<file path="src/rtl/sar_host_pkg.sv">
package sar_host_pkg;

    localparam int DATA_W  = 16;
    localparam int CFG_W   = 7;
    localparam int CTRL_W  = CFG_W + 1;
    localparam int FRAME_W = DATA_W + 1 + CFG_W;
    localparam int RISE_W  = $clog2(FRAME_W + 1);

    typedef enum logic [2:0] {
        ST_IDLE,
        ST_CNV,
        ST_WAIT,
        ST_FRAME,
        ST_QUIET
    } sar_state_e;

    typedef struct packed {
        logic [DATA_W-1:0] data;
        logic              sos;
        logic [CFG_W-1:0]  cfg;
    } sar_frame_t;

    function automatic logic [CTRL_W-1:0] ctrl_word(input logic en, input logic [CFG_W-1:0] c);
        return en ? {1'b1, c} : '0;
    endfunction

endpackage

</file>
<file path="src/rtl/sar_sck_gen.sv">
module sar_sck_gen #(
    parameter int HALF = 2
) (
    input  logic clk,
    input  logic rst,
    input  logic run_i,
    output logic sck_o,
    output logic rise_o,
    output logic fall_o
);
    localparam int CW = (HALF > 1) ? $clog2(HALF) : 1;

    logic [CW-1:0] cnt;
    logic          tick;

    assign tick   = run_i && (cnt == CW'(HALF - 1));
    assign rise_o = tick && !sck_o;
    assign fall_o = tick && sck_o;

    always_ff @(posedge clk) begin
        if (rst || !run_i) begin
            cnt   <= '0;
            sck_o <= 1'b0;
        end else begin
            cnt   <= tick ? '0 : cnt + CW'(1);
            sck_o <= sck_o ^ tick;
        end
    end

    // the clock rests low whenever the frame is not running
    p_sck_rest_r3: assert property (@(posedge clk) disable iff (rst) !run_i |=> !sck_o);

endmodule

</file>
<file path="src/rtl/sar_frame_shift.sv">
module sar_frame_shift
    import sar_host_pkg::*;
(
    input  logic              clk,
    input  logic              rst,
    input  logic              load_i,
    input  logic [CTRL_W-1:0] word_i,
    input  logic              rise_i,
    input  logic              fall_i,
    input  logic              sck_i,
    input  logic              sdo_i,
    output logic              sdi_o,
    output sar_frame_t        cap_o,
    output logic              done_o
);
    logic [CTRL_W-1:0]  out_sr;
    logic [RISE_W-1:0]  nrise;
    logic [FRAME_W-1:0] in_sr;

    assign done_o = fall_i && (nrise == RISE_W'(FRAME_W));
    assign cap_o  = sar_frame_t'(in_sr);

    always_ff @(posedge clk) begin
        if (rst) begin
            sdi_o  <= 1'b0;
            out_sr <= '0;
            nrise  <= '0;
            in_sr  <= '0;
        end else if (load_i) begin
            sdi_o  <= word_i[CTRL_W-1];
            out_sr <= {word_i[CTRL_W-2:0], 1'b0};
            nrise  <= '0;
        end else begin
            if (rise_i) begin
                in_sr <= {in_sr[FRAME_W-2:0], sdo_i};
                nrise <= nrise + RISE_W'(1);
            end
            if (fall_i) begin
                sdi_o  <= out_sr[CTRL_W-1];
                out_sr <= {out_sr[CTRL_W-2:0], 1'b0};
            end
        end
    end

    // SDI moves only while SCK is low
    p_sdi_sck_low_r6: assert property (@(posedge clk) disable iff (rst) !$stable(sdi_o) |-> !sck_i);
    // never more than one frame of rising edges
    p_rise_bound_r3: assert property (@(posedge clk) disable iff (rst) nrise <= RISE_W'(FRAME_W));

endmodule

</file>
<file path="src/rtl/sar_host_ctrl.sv">
module sar_host_ctrl
    import sar_host_pkg::*;
#(
    parameter int CNV_CYC   = 4,
    parameter int SCK_HALF  = 2,
    parameter int QUIET_CYC = 4,
    parameter int BUSY_TMO  = 64
) (
    input  logic              clk,
    input  logic              rst,
    input  logic              start_i,
    input  logic              prog_i,
    input  logic [CFG_W-1:0]  cfg_i,
    input  logic              busy_i,
    input  logic              sdo_i,
    output logic              cnv_o,
    output logic              sck_o,
    output logic              sdi_o,
    output logic              rd_dis_o,
    output logic              idle_o,
    output logic              valid_o,
    output logic [DATA_W-1:0] data_o,
    output logic              sos_o,
    output logic [CFG_W-1:0]  cfg_o,
    output logic              err_o
);
    localparam int MAX_A = (CNV_CYC > QUIET_CYC) ? CNV_CYC : QUIET_CYC;
    localparam int MAX_C = (MAX_A > BUSY_TMO) ? MAX_A : BUSY_TMO;
    localparam int CW    = $clog2(MAX_C + 1);

    sar_state_e        state;
    logic [CW-1:0]     cnt;
    logic              busy_q;
    logic              busy_fall;
    logic [CTRL_W-1:0] word_q;
    sar_frame_t        cap, res_q;
    logic              rise, fall, done, load;

    assign busy_fall = busy_q && !busy_i;
    assign load      = (state == ST_WAIT) && busy_fall;
    assign cnv_o     = (state == ST_CNV);
    assign rd_dis_o  = (state != ST_FRAME);
    assign idle_o    = (state == ST_IDLE);
    assign data_o    = res_q.data;
    assign sos_o     = res_q.sos;
    assign cfg_o     = res_q.cfg;

    sar_sck_gen #(.HALF(SCK_HALF)) sck_gen_i (
        .clk    (clk),
        .rst    (rst),
        .run_i  (state == ST_FRAME),
        .sck_o  (sck_o),
        .rise_o (rise),
        .fall_o (fall)
    );

    sar_frame_shift shift_i (
        .clk    (clk),
        .rst    (rst),
        .load_i (load),
        .word_i (word_q),
        .rise_i (rise),
        .fall_i (fall),
        .sck_i  (sck_o),
        .sdo_i  (sdo_i),
        .sdi_o  (sdi_o),
        .cap_o  (cap),
        .done_o (done)
    );

    always_ff @(posedge clk) begin
        if (rst) begin
            state   <= ST_IDLE;
            cnt     <= '0;
            busy_q  <= 1'b0;
            word_q  <= '0;
            res_q   <= '0;
            valid_o <= 1'b0;
            err_o   <= 1'b0;
        end else begin
            busy_q  <= busy_i;
            valid_o <= 1'b0;
            unique case (state)
                ST_IDLE: if (start_i) begin
                    state  <= ST_CNV;
                    cnt    <= '0;
                    err_o  <= 1'b0;
                    word_q <= ctrl_word(prog_i, cfg_i);
                end
                ST_CNV: begin
                    cnt <= cnt + CW'(1);
                    if (cnt == CW'(CNV_CYC - 1)) begin
                        state <= ST_WAIT;
                        cnt   <= '0;
                    end
                end
                ST_WAIT: begin
                    cnt <= cnt + CW'(1);
                    if (busy_fall) begin
                        state <= ST_FRAME;
                    end else if (cnt == CW'(BUSY_TMO - 1)) begin
                        state <= ST_IDLE;
                        err_o <= 1'b1;
                    end
                end
                ST_FRAME: if (done) begin
                    state   <= ST_QUIET;
                    cnt     <= '0;
                    res_q   <= cap;
                    valid_o <= 1'b1;
                end
                ST_QUIET: begin
                    cnt <= cnt + CW'(1);
                    if (cnt == CW'(QUIET_CYC - 1)) state <= ST_IDLE;
                end
                default: state <= ST_IDLE;
            endcase
        end
    end

    // result strobe lasts a single cycle
    p_valid_pulse_r4: assert property (@(posedge clk) disable iff (rst) valid_o |=> !valid_o);
    // no serial clock while converting
    p_no_sck_cnv_r3: assert property (@(posedge clk) disable iff (rst) cnv_o |-> !sck_o);
    // read lane enabled whenever SCK is high
    p_rd_lane_r9: assert property (@(posedge clk) disable iff (rst) sck_o |-> !rd_dis_o);
    // a timeout lands in idle without a result
    p_tmo_idle_r8: assert property (@(posedge clk) disable iff (rst) $rose(err_o) |-> (idle_o && !valid_o));
    // a convert never directly follows a result strobe
    p_quiet_r7: assert property (@(posedge clk) disable iff (rst) $rose(cnv_o) |-> !$past(valid_o));

endmodule

</file>
<file path="config.mk">
export PLATFORM = sky130hd
export DESIGN_NAME = sar_host_ctrl
export DESIGN_NICKNAME = d
export VERILOG_FILES = /design/src/rtl/sar_host_pkg.sv /design/src/rtl/sar_sck_gen.sv /design/src/rtl/sar_frame_shift.sv /design/src/rtl/sar_host_ctrl.sv
export SDC_FILE = /design/constraint.sdc
export NUM_CORES = 1
export LEC_CHECK = 0
export BUFFER_PORTS_ARGS = -buffer_cell sky130_fd_sc_hd__buf_2
export CORE_ASPECT_RATIO = 0.9
export CORE_MARGIN = 2
export CORE_UTILIZATION = 52
export CTS_CLUSTER_DIAMETER = 200
export DETAILED_ROUTE_END_ITERATION = 8
export GPL_TIMING_DRIVEN = 0
export PLACE_DENSITY_LB_ADDON = 0.05
export SYNTH_ARGS = -nofsm -noshare
export SYNTH_HDL_FRONTEND = slang
export SYNTH_SLANG_ARGS = --single-unit
</file>
<file path="constraint.sdc">
create_clock -name clk -period 2.2 [get_ports clk]
set_clock_uncertainty 0.05 [all_clocks]
set_input_delay 0.11 -clock clk [delete_from_list [all_inputs] [get_ports clk]]
set_output_delay 0.11 -clock clk [all_outputs]
set_load 0.02 [all_outputs]
</file>
==> results.rst <==
.. list-table::
   :header-rows: 1

   * - Metric
     - Value
   * - Post-route design area
     - approximately 4200 sq um
   * - Overall routing resource usage
     - 0.2069
   * - Sequential area share after synthesis
     - 0.4761
   * - Vias in the first global route
     - 2644
   * - Detailed placement HPWL
     - 4985 um
   * - Compound-Gate Fraction of Synth Area
     - 0.1498
   * - Element type at the critical path end
     - flop
   * - # Max-Cap Violations
     - 0
   * - Bufs on Longest Clock Path
     - 2
   * - Final critical-path setup slack
     - approximately 0.09 ns
   * - Average routed wire per standard cell
     - 13.32 um
   * - Worst voltage drop across the vdd grid
     - 365.9 uV
   * - Setup crit start kind
     - flop
   * - Hold Slack
     - 0.08506 ns
   * - EDFF count, synth
     - 0
   * - Buffer and inverter count on the worst path
     - 3
   * - GRT overflow
     - 0
   * - Post-synthesis adder-cell area fraction
     - 0.01771
   * - Num CTS Buffers
     - 9
   * - Top Layer Used
     - met4
   * - Total I/O pin count
     - 44
   * - Slowest stage cell on the critical path
     - or4_4
   * - Total Die Area
     - roughly 7500 sq um
   * - Area added between synthesis and finish
     - 18.99%
   * - Met2 wire length
     - 3491 um
   * - Total of fill cells in the finished design
     - 594
   * - Multiplexer fraction of the synthesized cell area
     - 0.03153
   * - CTS HTree Levels
     - 3
   * - Setup CP Type
     - flop to flop
   * - Net count after synthesis
     - ~420
   * - Placement Setup Slack
     - -0.2115 ns
   * - Number of vias after detailed routing
     - about 2900
   * - Biggest fanout along the worst timing path
     - 10
   * - Delay of the slowest cell on the worst path
     - ~0.49 ns
   * - Final GP Congestion
     - about 0.86
   * - Simple logic cell fraction of the synthesized area
     - 0.2501
   * - Std cell rows
     - 28
   * - Global-route wire length before repair
     - between 10000 and 15000 um
   * - Maximum number of pins on one net before global-route repair
     - 17
   * - Top flip-flop cell by instance count after synthesis
     - dfxtp_1
   * - Power per cell area
     - about 740 nW/um^2
   * - Core outline area
     - 6586 sq um
   * - Cell area after synthesis
     - around 3500 sq um
   * - Post-Synthesis Cells
     - between 400 and 500
   * - Routed metal-1 wirelength
     - about 3600 um
   * - Final net count
     - a little under 500
   * - Setup TNS
     - 0 ns
   * - Worst EP arrival
     - approximately 2.3 ns
   * - Insertion delay of the later-clocked pin in the worst-skew pair
     - between 0.3 and 0.4 ns
   * - Final non-filler cell total
     - approximately 560
   * - Class of the tightest hold or removal check
     - primary input to flop
   * - Largest family of logic cells by synthesized area
     - simple AND/OR/NAND/NOR gates
   * - Final Cycle Share
     - 0.9588
   * - Most common cell on crit path
     - buf_6
   * - Master cell of the clock root buffer
     - clkbuf_8
   * - DR iter-0 viols
     - roughly 120
   * - Antenna viol nets, final
     - 0
   * - Synth top area share
     - 0.4761
   * - Number of warnings printed during yosys synthesis
     - 0
   * - Final hold viol count
     - 0
   * - Remaining DRCs
     - 0
   * - Share of flip-flops with an asynchronous set or reset
     - 0
   * - Antenna violations before repair
     - 0
   * - Routed met3 length
     - between 300 and 400 um
   * - Vias per Instance
     - ~5
   * - Number of library cell types mapped by synthesis
     - 44
   * - Finish-stage setup viols
     - 0
   * - Clock transition at the register clock pins on the worst setup and hold paths after CTS
     - approximately 0.080 ns
   * - Xor-xnor portion of the synthesized cell area
     - 0.02232
   * - Starting Density
     - 0.5363
   * - Placed cell areas
     - around 3900 sq um
   * - Final Routed Wirelength
     - around 7500 um
   * - Cell leakage power
     - 1.549 nW
   * - Number of input and output port buffers inserted
     - 41
   * - Relative slew slack
     - 0.5351
   * - Transition time of the tightest slew-check pin
     - about 0.7 ns
   * - Die height
     - ~80 um
   * - Ranking of synthesized cells by area
     - dfxtp_1 (48%), nand2_1 (10%), a21oi_1 (6.0%), a21oi_2 (5.0%), nand2_2 (3.5%)
   * - Result of the run
     - finished, final reports clean
   * - Sequence of cells on the critical path
     - buf_6 > nor2b_4 > and3_4 > ha_4 > nand2_4 > or4_4 > buf_6 > buf_12 > nand2_2 > a21oi_2
   * - Critical Path RT
     - 2.35 ns
   * - Most numerous cell in the Yosys netlist
     - nand2_1
   * - Clock tree sinks
     - 84
   * - Antenna Cells
     - 0
   * - Setup repair after global routing missed its margin
     - no
   * - Number of synthesized register bits
     - 84
   * - Clock tree from TritonCTS
     - built
   * - Yosys top cell by area
     - dfxtp_1
   * - Final max-slew violation count
     - 0
   * - Pre-Repair DR Iteration Count
     - 4
   * - Fraction of final layout cells sized beyond drive strength 1
     - 0.2691
   * - Min Clock Period, post-route
     - approximately 2.1 ns
   * - Die width
     - 90.88 um
   * - Most common library cells after synthesis
     - nand2_1 (94), dfxtp_1 (84), a21oi_1 (42)
   * - Post-placement cell count
     - between 500 and 600
   * - Average size of a mapped cell
     - slightly below 9 sq um
   * - Maximum clock rate
     - between 0.4 and 0.5 GHz
   * - Crit path max-delay family
     - simple AND/OR/NAND/NOR gates
logic make-up (layout without fill, tap and decap cells):
family,after synthesis,count (layout)
fa+ha+maj,5,5
xor+xnor,9,9
flops,84,84
mux,11,11
compound gates,79,79
buf+inv,33,102
simple gates,182,182
worst register-to-register path, stage by stage, from the launching register on:
cell	delay (ns)
dfxtp_1	0.31
buf_6	0.14
nor2b_4	0.13
and3_4	0.21
ha_4	0.15
nand2_4	0.07
or4_4	0.49
buf_6	0.16
buf_12	0.15
nand2_2	0.07
a21oi_2	0.05
registers in the layout, summed over array words and instances, names as in the netlist:
name             count
cnt                  7
shift_i.nrise        5
sos_o                1
sck_gen_i.cnt        1
data_o              16
busy_q               1
word_q               8
state                3
shift_i.out_sr       7
cfg_o                7
valid_o              1
shift_i.cap_o       24
shift_i.sdi_o        1
err_o                1
sck_gen_i.sck_o      1
path summary, 6_finish.rpt:
path	start	endpoint	slack [ns]	cells past startpoint
max	state[2]	data_o[6]	0.09	10
min	prog_i	word_q[7]	0.09	3
max reg2reg	state[2]	data_o[6]	0.09	10
min reg2reg	sck_gen_i.cnt	sck_gen_i.cnt	0.40	1
cell usage in the layout (no fill, tap or decap), drive strengths merged:
master and instances:
a32oi 1, clkbuf 26, a211oi 7, bufinv 1, o311ai 1, dlygate4sd3 9, nand2b 1, dfxtp 84
o21a 1, or3 2, nand4 2, nor3 11, nor4 2, a311o 1, inv 6, or4 1
a311oi 1, a21o 1, a21oi 62, nand2 116, nor2 15, xor2 8, mux2 1, buf 59
o21ai 2, nor3b 2, and2 2, mux2i 10, clkinv 1, ha 5, nor2b 6, xnor2 1
nand3 15, nand3b 2, and3 5, a31oi 2
timing repair:
action,in CTS,in global routing
hold buffers,9,0
endpoints found under the hold margin,9,0
setup buffers,6,0
cloned,0,0
pin swaps,2,2
gates resized for setup,1,2
endpoints found under the setup margin,51,19
cell type report:
class                           instances  area (sq um)  share of cell area
Multi-Input combinational cell        286          1693              0.4028
Sequential cell                        84          1685              0.4010
Timing Repair Buffer                   56         340.3             0.08098
Clock buffer                           13         158.9             0.03781
Buffer                                 25         150.1             0.03572
Tap cell                               90         112.6             0.02679
Clock inverter                          3         43.79             0.01042
Inverter                                5         18.77            0.004466
per-layer routing:
| layer | up-vias | GRT usage |
|---|---|---|
| met1 | 1321 | 0.2662 |
| met2 | 48 | 0.3515 |
| met5 | - | 0 |
| met3 | 9 | 0.05717 |
| li1 | 1475 | - |
| met4 | 0 | 0.05000 |
where the power goes:
part | leakage [nW] | internal, W | switching [W]
combinational | 0.766 | 0.000143 | 0.000231
clock | 0.104 | 0.000591 | 0.000537
sequential | 0.679 | 0.00156 | 0.0000568
total | 1.55 | 0.00230 | 0.000825
metrics by stage:
stage / util / power (W)
after floorplan: - / 0.001912
after global placement: 0.5887 / 0.002005
after detailed placement: 0.5887 / 0.002016
after CTS: 0.6370 / 0.003154
after global routing: 0.6381 / 0.003260
final: 0.6381 / 0.003123
Power figures use the tool's default switching activity.
